[config.mk]
export PLATFORM = sky130hd
export DESIGN_NAME = psi5_slot_timer
export DESIGN_NICKNAME = d
export VERILOG_FILES = /design/src/rtl/psi5_slot_pkg.sv /design/src/rtl/psi5_host_sync_in.sv /design/src/rtl/psi5_frame_timer.sv /design/src/rtl/psi5_window_decode.sv /design/src/rtl/psi5_slot_timer.sv
export SDC_FILE = /design/constraint.sdc
export NUM_CORES = 1
export LEC_CHECK = 0
export BUFFER_PORTS_ARGS = -buffer_cell sky130_fd_sc_hd__buf_2
export CORE_ASPECT_RATIO = 0.5
export CORE_UTILIZATION = 37
export CTS_BUF_LIST = sky130_fd_sc_hd__clkbuf_8
export DETAILED_ROUTE_END_ITERATION = 6
export GPL_TIMING_DRIVEN = 0
export RECOVER_POWER = 100
export SYNTH_ARGS = -nofsm -noshare
export SYNTH_HDL_FRONTEND = slang
export SYNTH_SLANG_ARGS = --single-unit
[constraint.sdc]
create_clock -name clk_i -period 2.2 [get_ports clk_i]
set_input_delay 0.44 -clock clk_i [delete_from_list [all_inputs] [get_ports clk_i]]
set_output_delay 0.44 -clock clk_i [all_outputs]
set_load 0.005 [all_outputs]
[src/rtl/psi5_slot_pkg.sv]
package psi5_slot_pkg;
    localparam int NUM_SLOTS = 3;

    typedef enum logic [1:0] {
        PH_IDLE = 2'd0,
        PH_WAIT = 2'd1,
        PH_RUN  = 2'd2
    } phase_e;

    typedef enum logic {
        MODE_TDM   = 1'b0,
        MODE_STEER = 1'b1
    } mode_e;
endpackage

[src/rtl/psi5_host_sync_in.sv]
// Synchronises the host sync input, flags its transitions and qualifies
// the width of a high pulse.
module psi5_host_sync_in #(
    parameter int SYNC_STAGES = 2,
    parameter int MIN_PULSE   = 160
) (
    input  logic clk_i,
    input  logic rst_ni,
    input  logic host_i,
    output logic toggle_o,
    output logic rise_o,
    output logic accept_o
);
    localparam int WID_W = $clog2(MIN_PULSE + 1);
    localparam logic [WID_W-1:0] WID_LAST = WID_W'(MIN_PULSE - 1);
    localparam logic [WID_W-1:0] WID_SAT  = WID_W'(MIN_PULSE);

    typedef struct packed {
        logic [SYNC_STAGES-1:0] chain;
        logic                   prev;
        logic [WID_W-1:0]       width;
    } hs_t;

    hs_t  s_d, s_q;
    logic lvl;

    assign lvl = s_q.chain[SYNC_STAGES-1];

    always_comb begin
        s_d       = s_q;
        s_d.chain = {s_q.chain[SYNC_STAGES-2:0], host_i};
        s_d.prev  = lvl;
        if (!lvl) begin
            s_d.width = '0;
        end else if (s_q.width != WID_SAT) begin
            s_d.width = s_q.width + WID_W'(1);
        end
    end

    always_ff @(posedge clk_i or negedge rst_ni) begin
        if (!rst_ni) s_q <= '0;
        else         s_q <= s_d;
    end

    assign toggle_o = lvl ^ s_q.prev;
    assign rise_o   = lvl & ~s_q.prev;
    assign accept_o = lvl & (s_q.width == WID_LAST);
endmodule

[src/rtl/psi5_frame_timer.sv]
// Frame sequencer: idle, optional stagger wait, then one frame of
// PERIOD_CLKS cycles. Time-division frames chain while the mode holds.
module psi5_frame_timer
    import psi5_slot_pkg::*;
#(
    parameter int PERIOD_CLKS  = 2000,
    parameter int STAGGER_CLKS = 0,
    parameter int CNT_W        = 11
) (
    input  logic             clk_i,
    input  logic             rst_ni,
    input  logic             mode_i,
    input  logic             accept_i,
    input  logic             rise_i,
    output logic             run_o,
    output logic [CNT_W-1:0] cnt_o
);
    localparam logic [CNT_W-1:0] PER_LAST = CNT_W'(PERIOD_CLKS - 1);
    localparam logic [CNT_W-1:0] STG_LAST = CNT_W'(STAGGER_CLKS - 1);
    localparam phase_e STEER_ENTRY = (STAGGER_CLKS == 0) ? PH_RUN : PH_WAIT;

    typedef struct packed {
        phase_e           phase;
        mode_e            mode;
        logic [CNT_W-1:0] cnt;
    } tm_t;

    tm_t   t_d, t_q;
    mode_e mode_in;

    assign mode_in = mode_e'(mode_i);

    always_comb begin
        t_d = t_q;
        case (t_q.phase)
            PH_IDLE: begin
                t_d.cnt = '0;
                if (mode_in == MODE_TDM && accept_i) begin
                    t_d.mode  = MODE_TDM;
                    t_d.phase = PH_RUN;
                end else if (mode_in == MODE_STEER && rise_i) begin
                    t_d.mode  = MODE_STEER;
                    t_d.phase = STEER_ENTRY;
                end
            end
            PH_WAIT: begin
                if (t_q.cnt == STG_LAST) begin
                    t_d.cnt   = '0;
                    t_d.phase = PH_RUN;
                end else begin
                    t_d.cnt = t_q.cnt + CNT_W'(1);
                end
            end
            PH_RUN: begin
                if (t_q.cnt == PER_LAST) begin
                    t_d.cnt = '0;
                    if (!(t_q.mode == MODE_TDM && mode_in == MODE_TDM)) begin
                        t_d.phase = PH_IDLE;
                    end
                end else begin
                    t_d.cnt = t_q.cnt + CNT_W'(1);
                end
            end
            default: begin
                t_d.phase = PH_IDLE;
                t_d.cnt   = '0;
            end
        endcase
    end

    always_ff @(posedge clk_i or negedge rst_ni) begin
        if (!rst_ni) t_q <= '0;
        else         t_q <= t_d;
    end

    assign run_o = (t_q.phase == PH_RUN);
    assign cnt_o = t_q.cnt;
endmodule

[src/rtl/psi5_window_decode.sv]
// Decodes the frame count into sync request and slot windows, and gates
// the decoder enable with sync blanking and host-edge blanking.
module psi5_window_decode
    import psi5_slot_pkg::*;
#(
    parameter int CNT_W           = 11,
    parameter int SYNC_CLKS       = 128,
    parameter int SLOT1_CLK       = 176,
    parameter int SLOT2_CLK       = 725,
    parameter int SLOT3_CLK       = 1316,
    parameter int SLOT_END_CLK    = 1968,
    parameter int SYNC_BLANK_CLKS = 276,
    parameter int EDGE_BLANK_CLKS = 40
) (
    input  logic                 clk_i,
    input  logic                 rst_ni,
    input  logic                 run_i,
    input  logic [CNT_W-1:0]     cnt_i,
    input  logic                 toggle_i,
    output logic                 sync_req_o,
    output logic [NUM_SLOTS-1:0] slot_en_o,
    output logic                 rx_en_o
);
    localparam int EB_W = $clog2(EDGE_BLANK_CLKS + 1);
    localparam int SLOT_LO [NUM_SLOTS] = '{SLOT1_CLK, SLOT2_CLK, SLOT3_CLK};
    localparam int SLOT_HI [NUM_SLOTS] = '{SLOT2_CLK, SLOT3_CLK, SLOT_END_CLK};

    typedef struct packed {
        logic [EB_W-1:0] edge_left;
    } bl_t;

    bl_t  b_d, b_q;
    logic sync_blank;
    logic edge_blank;

    for (genvar g = 0; g < NUM_SLOTS; g++) begin : g_slot
        assign slot_en_o[g] = run_i
                            && (cnt_i >= CNT_W'(SLOT_LO[g]))
                            && (cnt_i <  CNT_W'(SLOT_HI[g]));
    end

    always_comb begin
        b_d = b_q;
        if (toggle_i) begin
            b_d.edge_left = EB_W'(EDGE_BLANK_CLKS);
        end else if (b_q.edge_left != '0) begin
            b_d.edge_left = b_q.edge_left - EB_W'(1);
        end
    end

    always_ff @(posedge clk_i or negedge rst_ni) begin
        if (!rst_ni) b_q <= '0;
        else         b_q <= b_d;
    end

    assign sync_req_o = run_i && (cnt_i < CNT_W'(SYNC_CLKS));
    assign sync_blank = cnt_i < CNT_W'(SYNC_BLANK_CLKS);
    assign edge_blank = (b_q.edge_left != '0);
    assign rx_en_o    = (|slot_en_o) && !sync_blank && !edge_blank;
endmodule

[src/rtl/psi5_slot_timer.sv]
// One PSI5 master channel: sync request, slot windows, decoder enable.
module psi5_slot_timer
    import psi5_slot_pkg::*;
#(
    parameter int PERIOD_CLKS     = 2000,
    parameter int SYNC_CLKS       = 128,
    parameter int SLOT1_CLK       = 176,
    parameter int SLOT2_CLK       = 725,
    parameter int SLOT3_CLK       = 1316,
    parameter int SLOT_END_CLK    = 1968,
    parameter int SYNC_BLANK_CLKS = 276,
    parameter int EDGE_BLANK_CLKS = 40,
    parameter int MIN_PULSE_CLKS  = 160,
    parameter int SAMPLE_STAGES   = 2,
    parameter int STAGGER_STEP    = 16,
    parameter int CH_IDX          = 0
) (
    input  logic                 clk_i,
    input  logic                 rst_ni,
    input  logic                 mode_i,
    input  logic                 host_sync_i,
    output logic                 sync_req_o,
    output logic [NUM_SLOTS-1:0] slot_en_o,
    output logic                 rx_en_o
);
    localparam int STAGGER_CLKS = CH_IDX * STAGGER_STEP;
    localparam int CNT_SPAN     = (PERIOD_CLKS > STAGGER_CLKS) ? PERIOD_CLKS : STAGGER_CLKS + 1;
    localparam int CNT_W        = $clog2(CNT_SPAN);

    logic             toggle;
    logic             rise;
    logic             accept;
    logic             run;
    logic [CNT_W-1:0] cnt;

    psi5_host_sync_in #(
        .SYNC_STAGES (SAMPLE_STAGES),
        .MIN_PULSE   (MIN_PULSE_CLKS)
    ) u_host (
        .clk_i    (clk_i),
        .rst_ni   (rst_ni),
        .host_i   (host_sync_i),
        .toggle_o (toggle),
        .rise_o   (rise),
        .accept_o (accept)
    );

    psi5_frame_timer #(
        .PERIOD_CLKS  (PERIOD_CLKS),
        .STAGGER_CLKS (STAGGER_CLKS),
        .CNT_W        (CNT_W)
    ) u_timer (
        .clk_i    (clk_i),
        .rst_ni   (rst_ni),
        .mode_i   (mode_i),
        .accept_i (accept),
        .rise_i   (rise),
        .run_o    (run),
        .cnt_o    (cnt)
    );

    psi5_window_decode #(
        .CNT_W           (CNT_W),
        .SYNC_CLKS       (SYNC_CLKS),
        .SLOT1_CLK       (SLOT1_CLK),
        .SLOT2_CLK       (SLOT2_CLK),
        .SLOT3_CLK       (SLOT3_CLK),
        .SLOT_END_CLK    (SLOT_END_CLK),
        .SYNC_BLANK_CLKS (SYNC_BLANK_CLKS),
        .EDGE_BLANK_CLKS (EDGE_BLANK_CLKS)
    ) u_win (
        .clk_i      (clk_i),
        .rst_ni     (rst_ni),
        .run_i      (run),
        .cnt_i      (cnt),
        .toggle_i   (toggle),
        .sync_req_o (sync_req_o),
        .slot_en_o  (slot_en_o),
        .rx_en_o    (rx_en_o)
    );
endmodule

**Word level (Yosys, flattened, before mapping)**

Index checks and enable logic that the tools add are counted.

- Bits in registers: 31
- Input bits: 4
- Output and inout bits: 5
- Logic and storage cells: 69

- Add/sub/neg operators: 3
- Magnitude comparators: 8
- Equality and inequality tests: 11
- Muxes and demuxes: 13
- Bitwise operators: 6
- Reductions and logical operators: 21

Operators by type and width:

| cell | number |
|---|---|
| 11-bit == test, second input constant | 2 |
| 11-bit less-than comparator, second input constant | 2 |
| 11-bit 2-to-1 mux | 2 |
| 11-bit one-hot mux with 2 select lines | 1 |
| 8-bit 2-to-1 mux | 2 |
| 1-bit logical AND | 12 |
| 6-bit 2-to-1 mux | 2 |
| 11-bit by 1-bit adder with 11-bit output, second input constant | 1 |
| 11-bit by 10-bit >= comparator with 1-bit output, second input constant | 1 |
| 11-bit >= comparator, second input constant | 1 |
| 11-bit by 8-bit >= comparator with 1-bit output, second input constant | 1 |
| 11-bit by 10-bit less-than comparator with 1-bit output, second input constant | 1 |
| 11-bit by 8-bit less-than comparator with 1-bit output, second input constant | 1 |
| 11-bit by 9-bit less-than comparator with 1-bit output, second input constant | 1 |
| 8-bit by 1-bit adder with 8-bit output, second input constant | 1 |
| 8-bit == test, second input constant | 1 |
| 8-bit inequality test, second input constant | 1 |
| 2-bit 2-to-1 mux | 3 |
| 3-bit 2-to-1 mux | 2 |
| 2-bit inequality test, second input constant | 3 |
| 2-bit one-hot mux with 3 select lines | 1 |
| 6-bit nonzero test | 1 |
| 6-bit by 1-bit subtractor with 6-bit output, second input constant | 1 |
| 4-bit AND reduction | 1 |
| other kinds (12) | 17 |

**Depth between registers and ports, before layout**

- Word-level depth: 6
- Mapped depth: 6
- Depth with buffers taken out: 6

**Cells and area by module**

From an unflattened synthesis, not the netlist that was laid out.

- Cells, all modules: 203
- Area total of the unflattened synthesis: 1885.6 um^2

By module, submodules not included:

| module | instances | cells each | area an instance (um^2) | sequential area each (um^2) |
|---|---|---|---|---|
| psi5_frame_timer | 1 | 80 | 760.7 | 325.3 |
| psi5_host_sync_in | 1 | 54 | 569.3 | 275.3 |
| psi5_window_decode | 1 | 69 | 555.5 | 150.1 |

**Worst setup path after synthesis**

OpenSTA, ideal clock, no wires.

- Path type: reg-to-output
- Start: register u_timer.t_q, in the netlist u_timer.cnt_o[7]
- End: output port rx_en_o
- Data arrival time: 1.532 ns
- Required time: 1.760 ns
- Setup slack: 0.228 ns
- Stages on the path, launching flop included: 6
- Buffers on the path: 1
- Cell sequence: dfrtp_1 -> buf_6 -> inv_4 -> or4_1 -> o211a_1 -> o31a_1

- Word-level cells in the longest chain between the ends: 6
- Elaborated cells between the ends (all ways): 17
- Classes of those cells: 7 x order compare; 10 x reduce/logical

RTL lines:

| what | RTL line | text |
|---|---|---|
| start, declared | psi5_frame_timer.sv:28 | `tm_t t_d, t_q;` |
| start signal, assigned | psi5_frame_timer.sv:73 | `else t_q <= t_d;` |
| 11-bit by 8-bit >= comparator with 1-bit output | psi5_window_decode.sv:38 | `&& (cnt_i >= CNT_W'(SLOT_LO[g]))` |
| 1-bit logical AND | psi5_window_decode.sv:38 |  |
| 1-bit logical AND * | psi5_window_decode.sv:39 | `&& (cnt_i < CNT_W'(SLOT_HI[g]));` |
| via slot_en_o[0] | psi5_slot_timer.sv:23 | `output logic [NUM_SLOTS-1:0] slot_en_o,` |
| 3-bit OR reduction * | psi5_window_decode.sv:59 | `assign rx_en_o = (\|slot_en_o) && !sync_blank && !edge_blank;` |
| 1-bit logical AND * (2 in a row) | psi5_window_decode.sv:59 |  |
| end, declared | psi5_slot_timer.sv:24 | `output logic rx_en_o` |

Mark *: on every way through the listed nets, which the timed path passes. The rest lies on a longest branch.

**Final worst setup path**

- Start: register u_timer.t_q, in the netlist u_timer.cnt_o[7]
- End: output port rx_en_o

- Word-level cells in the longest chain between the ends: 6
- Elaborated cells between the ends (all ways): 17
- Classes of those cells: 7 x order compare; 10 x reduce/logical

RTL lines:

| what | RTL line |
|---|---|
| 11-bit by 8-bit >= comparator with 1-bit output (tied with other cells) | psi5_window_decode.sv:38 |
| 1-bit logical AND | psi5_window_decode.sv:38 |
| 1-bit logical AND | psi5_window_decode.sv:39 |
| 3-bit OR reduction | psi5_window_decode.sv:59 |
| 1-bit logical AND * (2 in a row) | psi5_window_decode.sv:59 |

Every way passes the cells marked *; elsewhere a longest branch is shown, timed or not.

==> impl_metrics.ini <==
[run_status]
outcome = finished with violations
failed_checks = capacitance limit, slew limit, setup timing

[finish]
drive_gt1_share_pct = 15.2
area_delta_synth_final_pct = 12.4
final_common_cell = dfrtp_1
antenna_cells = 0
most-common-layout-cells = dfrtp_1 (28), xnor2_1 (13), nor2_1 (13)
fin_nets = 211
finish.utilization_pct = 44.0

[logic_synthesis]
synth_cell_type_count = 47
ys.warnings.count = 0
synth_top_area_cell = dfrtp_1
synth-seq-area-share_pct = 42.9
synth_fp_nets = 196
ys_ff_latch = 30
synth_area_per_cell_um2 = 9.51
synth_edf_count = 0
synth_top_area_share_pct = 42.9
postSynthCellCount = 184
synth_flop_cell = dfrtp_1
synthArstFlopShare_pct = 100
syn_area_um2 = 1750
synth_area_leaders = dfrtp_1 (43%), xnor2_1 (6.5%), ha_1 (5.7%)

[sta]
relSlewSlack_pct = -5.94
fmax_ghz = 0.440
tns_ns = -0.0714
finClkSkew_ns = 0.00594
setup_ws_ns = -0.0714
hold_violations = 0
finalCritPeriodShare_pct = 103
drv_slew = 31
worst_pin_slew_ns = 1.59
setup_violations = 1
fin_crit_ns = 2.27
rsz0062_at_grt = yes
hold-worst-slack_ns = 0.270

[clocking]
cts.sinks = 30
cts_tree = yes
cts-root-buf = clkbuf_8
numCtsBuffers = 5
clk_pin_slew_ns = 0.06
cts_buffer_depth = 2
cts-htree-levels = 2
clock_latency_ns = 0.28
hold_buffers = 0

[setup_path]
rrSetupSlack_ns = 0.26
endpoint_kind = primary output
crit_path_max_fanout = 3
cp_top_family = compound AO/OA/AOI/OAI gates
cp_num_buf_inv = 3
cp_cell_sequence = buf_6, inv_4, or4_4, o211a_1, o31a_1, buf_2
setup.worst_path.start_class = flop
crit_slowest_cell = or4_4
arrival_ns = 1.83
critical_path.max_stage_delay_ns = 0.46
crit_type = reg -> out
worstPathRequired_ns = 1.76

[grt]
antenna_found_initial = 0
gr-total-overflow = 0
grt_pass1_vias = 1261
groute.usage.overall_pct = 15.1
grt_pass1_wl_um = 5750
grt_start_max_net_pins = 31

[die]
die_w_um = 99.3
die_y_um = 50.6
die_area_um2 = 5030
ios = 9
core_area_um2 = 4470
initial_core_util_pct = 39.2
core.rowCount = 17

[routing]
drt-initial-drc-count = 42
drc = 0
dr_wl_met3_um = 103
met1_length_um = 1660
dr.max_layer_used = met4
ant_nets = 0
drt-total-wl_um = 3260
num_vias = 1302
via_per_inst = 5.11
wl_per_cell_um = 12.8
wl_met2_um = 1440
firstDrtPassIters = 4

[flow_run]
maxCapViolCount = 1

[placed_design]
port_buffers = 8
dpl_worst_slack_ns = 0.0734
gp_congestion = 0.785
hpwl_um = 2240

[pwr]
power_w = 0.00163
vdd_drop_max_uv = 237
leakage_nw = 0.856
power_density_nw_per_um2 = 828

[min_path]
min_path_type = in -> reg
## logic make-up after synthesis
logic type,count (synthesis),share of synthesized area [%]
compound gates,31,12.7
xor+xnor,16,8.01
fa+ha+maj,8,5.72
mux,1,0.572
flops,30,42.9
simple gates,79,24.9
buf+inv,19,5.22
## final cells by class
type / instances / area [um2]
Buffer: 6 / 33.8
Inverter: 10 / 42.5
Timing Repair Buffer: 11 / 61.3
Fill cell: 445 / 2500
Multi-Input combinational cell: 135 / 922
Clock buffer: 6 / 82.6
Sequential cell: 30 / 753
Tap cell: 57 / 71.3
## metrics by stage
step	area, um2	cells
floorplan	1750	184
global placement	1860	249
detailed placement	1860	249
CTS	1960	256
global route	1970	255
finish	1970	255
## routing by layer
metal,track usage (%),vias to the layer above
met4,6.62,0
li1,-,664
met2,25.9,16
met1,18.6,616
met5,0,-
met3,3.34,6
## registers in the layout (all words and copies together), names as in the netlist
signal	count
u_win.b_q	6
u_timer.t_q	2
u_host.s_q	9
u_host.s_d	1
u_timer.cnt_o	11
u_host.lvl	1
## cell usage after synthesis (3+ instances only)
| library cell | number |
|---|---|
| o21ai_0 | 5 |
| and2_1 | 9 |
| xnor2_1 | 13 |
| nand2_1 | 11 |
| nor2b_1 | 4 |
| a21oi_1 | 4 |
| nand4_1 | 3 |
| o21a_1 | 3 |
| dfrtp_1 | 30 |
| o211ai_1 | 3 |
| xor2_1 | 3 |
| nor3_1 | 6 |
| inv_1 | 9 |
| ha_1 | 8 |
| nor2_1 | 13 |
| clkbuf_1 | 5 |
| nand3_1 | 11 |
| nand2b_1 | 6 |
## path summary, 6_finish.rpt
| path | from | end | cells after the start |
|---|---|---|---|
| max in group asynchronous | rst_ni | u_timer.cnt_o[10] | 1 |
| worst min-delay path | host_sync_i | u_host.s_d[10] | 1 |
| worst max-delay path | u_timer.cnt_o[7] | rx_en_o | 6 |
| min in group asynchronous | rst_ni | u_timer.cnt_o[5] | 1 |
| worst min register to register | u_host.s_d[10] | u_host.lvl | 0 |
| worst max register to register | u_timer.cnt_o[0] | u_timer.cnt_o[10] | 6 |
## power by group
| part | total [W] | switching, W | internal (W) |
|---|---|---|---|
| combinational | 0.000403 | 0.000219 | 0.000184 |
| sequential | 0.000777 | 0.000130 | 0.000647 |
| clock | 0.000449 | 0.000208 | 0.000241 |
| total | 0.00163 | 0.000556 | 0.00107 |
## repair_timing
item,CTS,global route
endpoints found under the setup margin,1,3
setup buffers,3,0
gates resized for setup,2,10
pin swaps,3,1
Note: power is estimated with default switching activity, not from simulation.
